[src/rtl/fdc_regs_pkg.sv]
package fdc_regs_pkg;

    typedef enum logic [3:0] {
        RI_DATA    = 4'd0,
        RI_TIMER   = 4'd1,
        RI_ERROR   = 4'd2,
        RI_MODE    = 4'd3,
        RI_SELECT  = 4'd4,
        RI_SETUP   = 4'd5,
        RI_CTL_CLR = 4'd6,
        RI_CTL_SET = 4'd7,
        RI_CAUSE   = 4'd8,
        RI_NSTEP   = 4'd9,
        RI_TRACK   = 4'd10,
        RI_SECT    = 4'd11,
        RI_GAPLEN  = 4'd12,
        RI_TSECT   = 4'd13,
        RI_SCOUNT  = 4'd14,
        RI_CAUSEEN = 4'd15
    } reg_idx_e;

    localparam int CAUSE_W = 6;

    localparam int CB_TIMER  = 0;
    localparam int CB_SEEK   = 1;
    localparam int CB_SECTOR = 2;
    localparam int CB_XFER   = 3;
    localparam int CB_DCHG   = 4;
    localparam int CB_ERR    = 5;

    localparam logic [7:0] ERR_KEEP_MASK = 8'hC5;
    localparam int         SETUP_RST_BIT = 7;
    localparam int         CTL_GATE_BIT  = 0;

endpackage

[src/rtl/fdc_ctrl_reg.sv]
module fdc_ctrl_reg #(
    parameter int W = 8
) (
    input  logic         clk,
    input  logic         rst_n,
    input  logic         set_we,
    input  logic         clr_we,
    input  logic         swrst,
    input  logic [W-1:0] wdata,
    output logic [W-1:0] ctrl_o
);

    typedef struct packed {
        logic [W-1:0] ctrl;
    } ctl_st_t;

    ctl_st_t st_d, st_q;

    always_comb begin
        st_d = st_q;
        if (set_we) st_d.ctrl = st_q.ctrl | wdata;
        if (clr_we) st_d.ctrl = st_q.ctrl & ~wdata;
        if (swrst)  st_d.ctrl = '0;
    end

    always_ff @(posedge clk or negedge rst_n) begin
        if (!rst_n) st_q <= '0;
        else        st_q <= st_d;
    end

    assign ctrl_o = st_q.ctrl;

    assert_set_alias_R2: assert property (@(posedge clk) disable iff (!rst_n)
        (set_we && !swrst) |=> ((ctrl_o & $past(wdata)) == $past(wdata)));

    assert_clr_alias_R2: assert property (@(posedge clk) disable iff (!rst_n)
        clr_we |=> ((ctrl_o & $past(wdata)) == '0));

    assert_swreset_ctl_R8: assert property (@(posedge clk) disable iff (!rst_n)
        swrst |=> (ctrl_o == '0));

endmodule

[src/rtl/fdc_irq_unit.sv]
module fdc_irq_unit
    import fdc_regs_pkg::*;
(
    input  logic               clk,
    input  logic               rst_n,
    input  logic               swrst,
    input  logic               en_we,
    input  logic [7:0]         wdata,
    input  logic               rd_cause,
    input  logic               rd_err,
    input  logic [CAUSE_W-2:0] ev_cause,
    input  logic [7:0]         err_evt,
    input  logic               irq_gate,
    output logic [CAUSE_W-1:0] cause_o,
    output logic [CAUSE_W-1:0] en_o,
    output logic [7:0]         err_o,
    output logic               pending_o,
    output logic               irq_o
);

    typedef struct packed {
        logic [CAUSE_W-1:0] cause;
        logic [CAUSE_W-1:0] en;
        logic [7:0]         err;
    } irq_st_t;

    irq_st_t st_d, st_q;
    logic [7:0]         err_acc;
    logic [CAUSE_W-1:0] cause_in;

    always_comb begin
        err_acc  = err_evt & ERR_KEEP_MASK;
        cause_in = {(|err_acc), ev_cause};
        st_d     = st_q;
        st_d.cause = (rd_cause ? '0 : st_q.cause) | cause_in;
        st_d.err   = (rd_err   ? '0 : st_q.err)   | err_acc;
        if (en_we) st_d.en = wdata[CAUSE_W-1:0];
        if (swrst) st_d = '0;
    end

    always_ff @(posedge clk or negedge rst_n) begin
        if (!rst_n) st_q <= '0;
        else        st_q <= st_d;
    end

    assign cause_o   = st_q.cause;
    assign en_o      = st_q.en;
    assign err_o     = st_q.err;
    assign pending_o = |(st_q.cause & st_q.en);
    assign irq_o     = irq_gate & pending_o;

    assert_cause_kept_R3: assert property (@(posedge clk) disable iff (!rst_n)
        (rd_cause && !swrst) |=> ((cause_o & $past(cause_in)) == $past(cause_in)));

    assert_read_clears_R3: assert property (@(posedge clk) disable iff (!rst_n)
        (rd_cause && (ev_cause == '0) && ((err_evt & ERR_KEEP_MASK) == '0)) |=> (cause_o == '0));

    assert_err_clear_R5: assert property (@(posedge clk) disable iff (!rst_n)
        (rd_err && ((err_evt & ERR_KEEP_MASK) == '0)) |=> (err_o == '0));

    assert_err_mask_R5: assert property (@(posedge clk) disable iff (!rst_n)
        ((err_o & ~ERR_KEEP_MASK) == '0));

endmodule

[src/rtl/fdc_usec_timer.sv]
module fdc_usec_timer #(
    parameter int CLKS_PER_US = 8,
    parameter int W           = 8
) (
    input  logic         clk,
    input  logic         rst_n,
    input  logic         load,
    input  logic [W-1:0] wdata,
    output logic [W-1:0] count_o,
    output logic         expire_o
);

    localparam int PW = (CLKS_PER_US > 1) ? $clog2(CLKS_PER_US) : 1;
    localparam logic [PW-1:0] PRE_LAST = PW'(CLKS_PER_US - 1);

    typedef struct packed {
        logic [W-1:0]  count;
        logic [PW-1:0] pre;
    } tmr_st_t;

    tmr_st_t st_d, st_q;
    logic    tick;

    always_comb begin
        st_d     = st_q;
        tick     = (st_q.count != '0) && (st_q.pre == PRE_LAST);
        expire_o = 1'b0;
        if (load) begin
            st_d.count = wdata;
            st_d.pre   = '0;
        end else if (st_q.count != '0) begin
            if (tick) begin
                st_d.pre   = '0;
                st_d.count = st_q.count - 1'b1;
                expire_o   = (st_q.count == W'(1));
            end else begin
                st_d.pre = st_q.pre + 1'b1;
            end
        end else begin
            st_d.pre = '0;
        end
    end

    always_ff @(posedge clk or negedge rst_n) begin
        if (!rst_n) st_q <= '0;
        else        st_q <= st_d;
    end

    assign count_o = st_q.count;

    assert_stop_at_zero_R6: assert property (@(posedge clk) disable iff (!rst_n)
        ((count_o == '0) && !load) |=> (count_o == '0));

    assert_step_one_R6: assert property (@(posedge clk) disable iff (!rst_n)
        ((count_o != '0) && !load) |=>
            ((count_o == $past(count_o)) || (count_o == W'($past(count_o) - 1'b1))));

    assert_load_R6: assert property (@(posedge clk) disable iff (!rst_n)
        load |=> (count_o == $past(wdata)));

endmodule

[src/rtl/fdc_regbank.sv]
module fdc_regbank
    import fdc_regs_pkg::*;
#(
    parameter int CLKS_PER_US = 8
) (
    input  logic       clk,
    input  logic       rst_n,
    input  logic       host_sel,
    input  logic       host_wr,
    input  logic [7:0] host_addr,
    input  logic [7:0] host_wdata,
    output logic [7:0] host_rdata,
    input  logic       ev_data_changed,
    input  logic       ev_xfer_done,
    input  logic       ev_sector_seen,
    input  logic       ev_seek_done,
    input  logic [7:0] err_event,
    input  logic       fifo_one,
    input  logic       fifo_two,
    input  logic       sense_line,
    input  logic       mark_byte,
    output logic [7:0] ctrl_out,
    output logic [7:0] select_out,
    output logic [7:0] setup_out,
    output logic       irq
);

    typedef struct packed {
        logic [7:0] data;
        logic [7:0] mode;
        logic [7:0] sel;
        logic [7:0] setup;
        logic [7:0] nstep;
        logic [7:0] track;
        logic [7:0] sect;
        logic [7:0] gaplen;
        logic [7:0] tsect;
        logic [7:0] scount;
        logic [7:0] rdata;
    } bank_st_t;

    bank_st_t st_d, st_q;

    reg_idx_e           idx;
    logic               wr_hit, rd_hit, swrst;
    logic [7:0]         ctrl_w, count_w, err_w, status_w, rd_mux;
    logic [CAUSE_W-1:0] cause_w, en_w;
    logic [CAUSE_W-2:0] ev_vec;
    logic               pending_w, expire_w;
    logic               addr_lo_unused;

    assign idx            = reg_idx_e'(host_addr[7:4]);
    assign addr_lo_unused = ^host_addr[3:0];
    assign wr_hit         = host_sel & host_wr;
    assign rd_hit         = host_sel & ~host_wr;
    assign swrst          = wr_hit && (idx == RI_SETUP) && host_wdata[SETUP_RST_BIT];

    always_comb begin
        ev_vec            = '0;
        ev_vec[CB_TIMER]  = expire_w;
        ev_vec[CB_SEEK]   = ev_seek_done;
        ev_vec[CB_SECTOR] = ev_sector_seen;
        ev_vec[CB_XFER]   = ev_xfer_done;
        ev_vec[CB_DCHG]   = ev_data_changed;
    end

    fdc_ctrl_reg #(.W(8)) u_ctrl (
        .clk    (clk),
        .rst_n  (rst_n),
        .set_we (wr_hit && (idx == RI_CTL_SET)),
        .clr_we (wr_hit && (idx == RI_CTL_CLR)),
        .swrst  (swrst),
        .wdata  (host_wdata),
        .ctrl_o (ctrl_w)
    );

    fdc_usec_timer #(.CLKS_PER_US(CLKS_PER_US), .W(8)) u_tmr (
        .clk      (clk),
        .rst_n    (rst_n),
        .load     (wr_hit && (idx == RI_TIMER)),
        .wdata    (host_wdata),
        .count_o  (count_w),
        .expire_o (expire_w)
    );

    fdc_irq_unit u_irq (
        .clk       (clk),
        .rst_n     (rst_n),
        .swrst     (swrst),
        .en_we     (wr_hit && (idx == RI_CAUSEEN)),
        .wdata     (host_wdata),
        .rd_cause  (rd_hit && (idx == RI_CAUSE)),
        .rd_err    (rd_hit && (idx == RI_ERROR)),
        .ev_cause  (ev_vec),
        .err_evt   (err_event),
        .irq_gate  (ctrl_w[CTL_GATE_BIT]),
        .cause_o   (cause_w),
        .en_o      (en_w),
        .err_o     (err_w),
        .pending_o (pending_w),
        .irq_o     (irq)
    );

    assign status_w = {fifo_one, fifo_two, (|err_w), 1'b0, sense_line, 1'b0, pending_w, mark_byte};

    always_comb begin
        case (idx)
            RI_DATA:    rd_mux = st_q.data;
            RI_TIMER:   rd_mux = count_w;
            RI_ERROR:   rd_mux = err_w;
            RI_MODE:    rd_mux = st_q.mode;
            RI_SELECT:  rd_mux = st_q.sel;
            RI_SETUP:   rd_mux = st_q.setup;
            RI_CTL_CLR: rd_mux = ctrl_w;
            RI_CTL_SET: rd_mux = status_w;
            RI_CAUSE:   rd_mux = 8'(cause_w);
            RI_NSTEP:   rd_mux = st_q.nstep;
            RI_TRACK:   rd_mux = st_q.track;
            RI_SECT:    rd_mux = st_q.sect;
            RI_GAPLEN:  rd_mux = st_q.gaplen;
            RI_TSECT:   rd_mux = st_q.tsect;
            RI_SCOUNT:  rd_mux = st_q.scount;
            RI_CAUSEEN: rd_mux = 8'(en_w);
            default:    rd_mux = '0;
        endcase
    end

    always_comb begin
        st_d = st_q;
        if (rd_hit) st_d.rdata = rd_mux;
        if (wr_hit) begin
            case (idx)
                RI_DATA:   st_d.data   = host_wdata;
                RI_MODE:   st_d.mode   = host_wdata;
                RI_SELECT: st_d.sel    = host_wdata;
                RI_SETUP:  st_d.setup  = {1'b0, host_wdata[6:0]};
                RI_NSTEP:  st_d.nstep  = host_wdata;
                RI_TRACK:  st_d.track  = host_wdata;
                RI_SECT:   st_d.sect   = host_wdata;
                RI_GAPLEN: st_d.gaplen = host_wdata;
                RI_TSECT:  st_d.tsect  = host_wdata;
                RI_SCOUNT: st_d.scount = host_wdata;
                default:   ;
            endcase
        end
    end

    always_ff @(posedge clk or negedge rst_n) begin
        if (!rst_n) st_q <= '0;
        else        st_q <= st_d;
    end

    assign host_rdata = st_q.rdata;
    assign ctrl_out   = ctrl_w;
    assign select_out = st_q.sel;
    assign setup_out  = st_q.setup;

    assert_rdata_hold_R1: assert property (@(posedge clk) disable iff (!rst_n)
        !rd_hit |=> $stable(host_rdata));

    assert_irq_gate_R4: assert property (@(posedge clk) disable iff (!rst_n)
        irq |-> (ctrl_out[CTL_GATE_BIT] && (en_w != '0)));

    assert_setup_top_R8: assert property (@(posedge clk) disable iff (!rst_n)
        !setup_out[SETUP_RST_BIT]);

    assert_swreset_irq_R8: assert property (@(posedge clk) disable iff (!rst_n)
        swrst |=> !irq);

endmodule

[config.mk]
export PLATFORM = sky130hd
export DESIGN_NAME = fdc_regbank
export DESIGN_NICKNAME = d
export VERILOG_FILES = /design/src/rtl/fdc_regs_pkg.sv /design/src/rtl/fdc_ctrl_reg.sv /design/src/rtl/fdc_irq_unit.sv /design/src/rtl/fdc_usec_timer.sv /design/src/rtl/fdc_regbank.sv
export SDC_FILE = /design/constraint.sdc
export NUM_CORES = 1
export LEC_CHECK = 0
export BUFFER_PORTS_ARGS = -buffer_cell sky130_fd_sc_hd__buf_2
export CAP_MARGIN = 30
export CORE_ASPECT_RATIO = 1.5
export CORE_UTILIZATION = 52
export DETAILED_ROUTE_END_ITERATION = 8
export PLACE_DENSITY_LB_ADDON = 0.25
export SYNTH_ARGS = -nofsm -noshare
export SYNTH_HDL_FRONTEND = slang
export SYNTH_SLANG_ARGS = --single-unit
export TNS_END_PERCENT = 30
[constraint.sdc]
create_clock -name clk -period 3.8 [get_ports clk]
set_input_delay 0.38 -clock clk [delete_from_list [all_inputs] [get_ports clk]]
set_output_delay 0.38 -clock clk [all_outputs]
set_load 0.1 [all_outputs]
==> summary.txt, run 1 <==
Run status
  – Status: finished clean

Final layout
  – Final net count: about 640
  – Layout cells sized above 1: 32.1%
  – Antenna diodes: 0
  – Area growth, synth to finish: 11.2%
  – Finished Layout Cells: 766
  – Finished Cell Area: 0.00711 mm²

Clocking
  – Sinks on Clock Net: 122
  – Post-CTS setup buffers: 0
  – Hold_buf cts: 0
  – CTS buffer count: 17
  – Post-CTS sizing: 0
  – Htree depth: 4
  – CTS tree: done
  – Worst-Skew Late Latency: 0.42 ns
  – CTS max path bufs: 2
  – CTS root buf: clkbuf_16
  – Clk pin slew, worst setup/hold paths: 0.05 ns

Routing
  – Iteration count of the initial detailed-routing pass: 5
  – Wire per inst: between 20 and 25 µm
  – Via density: 6.44
  – First-iteration detailed-routing DRC count: 466
  – Vias: around 4900
  – Final ANT Viol Nets: 0
  – DR DRC count: 0
  – Routed WL: approximately 18000 µm

Floorplanning
  – Height of the die: 138 µm
  – Die area: 0.0127 mm²
  – Die width: between 90 and 100 µm
  – Initial Util: 53.5%
  – # IOs: 69
  – CORE AREA: between 0.01 and 0.015 mm²
  – Row cnt: 49

Yosys
  – Share of the synthesized area in the top cell type: 47.8%
  – Seq/Total Area, Yosys: 47.8%
  – Ys Warns: 0
  – Mapped Cells: 583
  – Mapped Nets: 623
  – Synth unique cells: 54
  – Synth area leaders: dfrtp_1 48%, mux2_2 13%, a21oi_1 4.2%
  – Main flop type after synthesis: dfrtp_1
  – Asr flop ratio synth: 100%
  – Seq cells post-synth: 122
  – Cell taking the most area after synthesis: dfrtp_1
  – Post-synth EDFFs: 0
  – Average size of a mapped cell: 11.0 µm²
  – Post-synthesis instance area: roughly 0.0064 mm²

Placement
  – DP Worst Slack: 1.21 ns
  – Post-DP Area: 0.00653 mm²
  – DP HPWL: 12400 µm
  – PortBufs: 59
  – RD Place Congestion: 0.962
  – # placed instances: roughly 740

Timing
  – Max Fclk: 0.433 GHz
  – Final Max Slew Viols: 0
  – Final worst slack: 1.49 ns
  – Slew @ Worst Pin: between 0.9 and 1 ns
  – Unrepaired setup endpoints after global routing: false
  – Tmin final: 2.31 ns
  – Final setup fails: 0
  – Setup Skew: between 0.006 and 0.007 ns
  – Slew HR: 38.0%
  – Period utilization: 60.8%
  – Final Hold Fails: 0
  – Setup TNS: 0 ns

Setup path
  – Type of the worst setup path: in2reg
  – Arr. time, crit path: 2.57 ns
  – Crit path max-delay cell type: buf_2
  – Max FO, Critical Path: 46
  – Slowest stage delay, CP: just under 0.7 ns
  – CP Cell Sequence: buf_2 -> mux2_2 -> a41o_1 -> a2111oi_0 -> a21oi_1
  – Worst setup SP type: input pin
  – CP delay by family, top: compound AO/OA/AOI/OAI gates
  – Buf/Inv on CP: 1
  – Req. time, crit path: 4.06 ns
  – CP Capture Type: register

Global routing
  – Initial antenna violation count: 0
  – Grt ovf: 0
  – Largest net degree at the start of global routing: 69
  – Gr usage total: 30.6%
  – Via count of the first global-routing pass: 5087
  – First-pass GRT wire length: 28600 µm

Power and ir drop
  – Leakage: 3.16 nW
  – Pwr Density: 614 mW/mm²
  – Overall Power: about 4.4 mW
  – Max IR drop VDD: 382 µV

Hold path
  – Hold crit path type: in2async

Flow run
  – Max Cap Viol: 0
worst reg2reg max path, cell delays in order, from the launching register on:
cell and delay (ns):
dfrtp_1 0.45, and4bb_2 0.27, a31oi_1 0.13, o22ai_1 0.15, a2111oi_0 0.64, a21oi_1 0.18
final timing paths:
| kind | end | cells past startpoint | from | slack [ns] |
|---|---|---|---|---|
| max | host_rdata[0] | 5 | host_addr[5] | 1.49 |
| min | select_out[1] | 1 | rst_n | 0.005 |
| max reg2reg | host_rdata[0] | 5 | u_tmr.count_o[0] | 1.83 |
| min reg2reg | u_tmr.st_q[0] | 1 | u_tmr.st_q[0] | 0.44 |
| max in group asynchronous | st_q[17] | 2 | rst_n | 2.98 |
| min in group clk | u_irq.cause_o[4] | 3 | ev_data_changed | 0.19 |
cell usage after synthesis, types with 2 or more instances:
master and n:
dfrtp_1 122, clkbuf_1 18, a21oi_1 53, nor2_2 7, and2_1 4, a2bb2oi_1 2
a211oi_1 3, nand4_2 4, a21o_1 2, a2111oi_0 2, mux2i_1 23, buf_4 29
nand2b_1 5, nor4_1 5, and3_1 8, nor3_1 10, a32oi_1 2, nand3_1 18
mux2_4 7, nand3b_1 2, o22ai_1 10, a22oi_1 9, o21ai_0 17, nor2b_1 8
buf_2 14, xnor2_1 3, inv_1 4, mux2_2 76, nor2_1 33, a31oi_1 13
a311oi_1 10, a32o_1 2, ha_1 4, nor3b_1 2, buf_6 6, o21bai_1 2
o32ai_1 4, a22o_1 3, nand2_1 22
registers in the layout, summed over array words and instances (netlist names):
register and cells:
host_rdata 8, select_out 8, setup_out 7, st_q 64, u_ctrl.ctrl_o 8, u_irq.cause_o 6
u_irq.en_o 6, u_irq.err_o 4, u_tmr.count_o 8, u_tmr.st_q 3
cell families after synthesis:
family,count (synthesis),synth area share (%)
AND/OR/NAND/NOR,135,11.5
AO/OA/AOI/OAI,140,13.9
adder cells (fa/ha/maj),4,0.783
XOR/XNOR,3,0.411
flip-flops,122,47.8
multiplexers,106,18.6
other,1,0.0587
buffers and inverters,72,6.91
layout make-up:
| type | instances | area (µm²) |
|---|---|---|
| inverter | 4 | 15.0 |
| fill | 1015 | 4850 |
| multi-input combinational | 389 | 2900 |
| sequential | 122 | 3050 |
| tap | 153 | 191 |
| clock inverter | 6 | 62.6 |
| timing repair buffer | 68 | 378 |
| clock buffer | 24 | 512 |
power breakdown:
part / total [mW] / internal [mW] / switching (mW)
Combinational: 1.07 / 0.351 / 0.720
Sequential: 1.74 / 1.55 / 0.192
Clock: 1.56 / 0.993 / 0.564
Total: 4.37 / 2.89 / 1.48
stage by stage:
step	hold slack [ns]	util, %
2_1_floorplan	0.0844	-
3_3_place_gp	0.426	54.7
3_5_place_dp	0.438	54.7
4_1_cts	0.0377	59.5
5_1_grt	0.0649	59.5
6_report	0.00547	59.5
routing by layer:
metal,part of all wire [%],GRT usage (%),wire length (µm)
met1,40,37.2,7230
met2,49,49.4,8910
met3,5.8,5.91,1060
met4,5.6,20.3,1010
met5,0,0,0
cell usage in the layout, fill, tap and decap left out, drive strengths merged, types with 9 or more instances in the layout:
cell and instances:
a21oi 53, a22oi 9, a311oi 10, a31oi 13
buf 68, clkbuf 24, dfrtp 122, mux2 83
mux2i 23, nand2 23, nand3 18, nor2 40
nor3 12, o21ai 17, o22ai 10
No activity file was read; power rests on OpenSTA's default activity.
==> inputs of run 2 (changes only) <==
==> constraint.sdc (replaced) <==
create_clock -name clk -period 1.9 [get_ports clk]
set_input_delay 0.19 -clock clk [delete_from_list [all_inputs] [get_ports clk]]
set_output_delay 0.19 -clock clk [all_outputs]
set_load 0.1 [all_outputs]
==> run 2 against run 1 <==
Final area up 6.5%. Clock-buffer cell count down 6. Die area unchanged. Combinational power up 110%. Core utilization up 3.9 points. Sequential power up 100%. Worst hold slack better by 0.0081 ns. Cell count up 5.2%. First-iteration DRC count down 15%. Sequential share of layout area down 2.6 points. Global-route usage up 1.0 points. Routed wire length up 5.0%. Critical endpoint is now irq. Highest routed layer unchanged.
==> summary.txt, run 2 (synthesis results as in run 1) <==
Run status
  – Status: finished clean

Setup path
  – Buf/Inv on CP: 1
  – CP delay by family, top: flip-flops
  – FF-to-FF End: u_tmr.count_o[4]
  – R2R Path Start: u_tmr.count_o[0]
  – CP Cell Sequence: a22oi_2 -> nand3_2 -> and2_1 -> buf_4
  – Arr. time, crit path: 1.68 ns
  – Req. time, crit path: 1.71 ns
  – CP Capture Type: output port
  – Type of the worst setup path: reg2out
  – R2R Setup Slk: 0.10 ns
  – Crit path max-delay cell type: dfrtp_1
  – Slowest stage delay, CP: around 0.43 ns
  – Max FO, Critical Path: 3
  – Worst setup SP type: register
  – R2R cell count: 7

Final layout
  – # fillers: 1005
  – Finished Cell Area: around 0.0076 mm²
  – Final net count: 680
  – Antenna diodes: 0
  – Commonest non-fill, non-tap cell in the layout: dfrtp_1
  – Commonest cells after routing, fill and taps aside: 122 x dfrtp_1, 76 x mux2_2, 57 x buf_2
  – Max reg flops: between 60 and 70
  – Biggest register: st_q
  – Layout cells sized above 1: 36.6%
  – Area growth, synth to finish: 18.4%
  – Final Util: 63.3%

Floorplanning
  – CORE AREA: 0.0120 mm²
  – Die area: 0.0127 mm²
  – Row cnt: 49
  – Initial Util: 53.5%
  – Die width: ~93 µm
  – # IOs: 69
  – Height of the die: 138 µm

Clocking
  – Clk pin slew, worst setup/hold paths: ~0.060 ns
  – CTS max path bufs: 2
  – CTS tree: done
  – CTS buffer count: 17
  – CTS root buf: clkbuf_16
  – Post-CTS setup buffers: 0
  – Sinks on Clock Net: 122
  – Htree depth: 4
  – Worst-Skew Late Latency: 0.41 ns

Hold path
  – Hold wc startpoint: err_event[2]
  – Hold path depth: 3
  – Hold crit path type: in2reg
  – Hold EP: u_irq.err_o[2]

Routing
  – Vias: 5123
  – Via density: 6.36
  – First-iteration detailed-routing DRC count: 395
  – Iteration count of the initial detailed-routing pass: 7
  – DR DRC count: 0
  – Wire per inst: ~24 µm
  – Routed WL: 19100 µm
  – Final ANT Viol Nets: 0

Placement
  – RD Place Congestion: 0.943
  – DP HPWL: 13400 µm
  – PortBufs: 59
  – Post-DP Area: 0.00688 mm²

Global routing
  – Via count of the first global-routing pass: 5089
  – Largest net degree at the start of global routing: between 50 and 60
  – Initial antenna violation count: 0
  – Grt ovf: 0
  – First-pass GRT wire length: 29400 µm
  – Gr usage total: 31.7%

Timing
  – Max Fclk: 0.534 GHz
  – Final Max Slew Viols: 0
  – Period utilization: 98.6%
  – Slew @ Worst Pin: 0.514 ns
  – Tmin final: 1.87 ns
  – Slew HR: 65.7%
  – Final Hold Fails: 0
  – Final hold slack: approximately 0.014 ns
  – Setup Skew: approximately 0.0090 ns
  – Final setup fails: 0

Flow run
  – Max Cap Viol: 0

Power and ir drop
  – Max IR drop VDD: 671 µV
  – Sw power: 3.11 mW
  – Clock network power share: a little under two fifths
  – Combinational share of power: ~24%
  – Int Pwr: 6.10 mW
  – Sequential power share: between 30% and 40%
  – Pwr Density: 1220 mW/mm²
  – Leakage: 3.41 nW
  – Overall Power: between 9 and 10 mW
  – Sw frac: 33.8%
## run 2: cell types whose count changed in the layout (fill, tap and decap cells not counted), sizes merged
| cell | previous run | this run |
|---|---|---|
| clkinv | 2 | 6 |
| inv | 4 | 6 |
| bufinv | 1 | 4 |
| clkinvlp | 3 | 2 |
| dlygate4sd3 | 0 | 3 |
| buf | 68 | 103 |
| clkbuf | 24 | 18 |
## run 2: power by group through the flow
stage	Clock, mW	Sequential (mW)	Combinational (mW)
2_1_floorplan	0	3.40	1.83
3_3_place_gp	0	3.49	2.16
3_5_place_dp	0	3.52	2.21
4_1_cts	3.47	3.48	2.24
5_1_grt	3.60	3.55	2.39
6_report	3.46	3.50	2.25
## run 2: worst max path at each step
stage	startpoint	to	slack, ns	depth (start not counted)
after CTS	u_irq.en_o[4]	irq	0.01	4
final	u_irq.en_o[4]	irq	0.03	4
after global placement	host_addr[7]	st_q[29]	0.11	5
after global routing	u_irq.en_o[4]	irq	-0.04	4
after detailed placement	host_addr[6]	u_ctrl.ctrl_o[6]	0.08	7
after floorplan	u_ctrl.ctrl_o[3]	host_rdata[3]	0.26	4
## run 2: per-stage QoR
| stage | std cells | worst slack (ns) | setup TNS (ns) |
|---|---|---|---|
| final | 806 | 0.0268 | 0 |
| after global routing | 806 | -0.0382 | -0.0382 |
| after CTS | 805 | 0.0122 | 0 |
| after detailed placement | 771 | 0.0768 | 0 |
| after global placement | 771 | 0.111 | 0 |
| after floorplan | 583 | 0.256 | 0 |
## run 2: final cells by class
class / instances / area (µm²) / area share (%)
flip-flops and latches: 122 / 3050 / 40.3
multi-input cells: 389 / 2920 / 38.5
repair buffers: 106 / 761 / 10.0
clock buffers: 18 / 439 / 5.80
clock inverters: 14 / 194 / 2.56
well taps: 153 / 191 / 2.53
inverters: 4 / 15.0 / 0.198
## run 2: worst register-to-register path, stage by stage, from the launching register on
cell	delay [ns]
dfrtp_1	0.43
inv_1	0.13
ha_1	0.23
nor3b_2	0.17
and2_1	0.19
nor4_1	0.29
xnor2_1	0.16
a21oi_1	0.08
## run 2: routing by layer
layer  part of all wire, %  wire [µm]  up-vias  track usage, %
met4                   5.3       1010        0            18.1
met2                    50       9500      239            52.9
met5                     0          0        -               0
met3                   5.9       1120       59            5.35
met1                    39       7490     2584            38.5
li1                      -          -     2241               -
## run 2: timing repair
action	CTS	global route
endpoints found under the setup margin	1	5
hold buffers	2	1
cloned	0	0
resized for setup	2	3
endpoints found under the hold margin	29	1
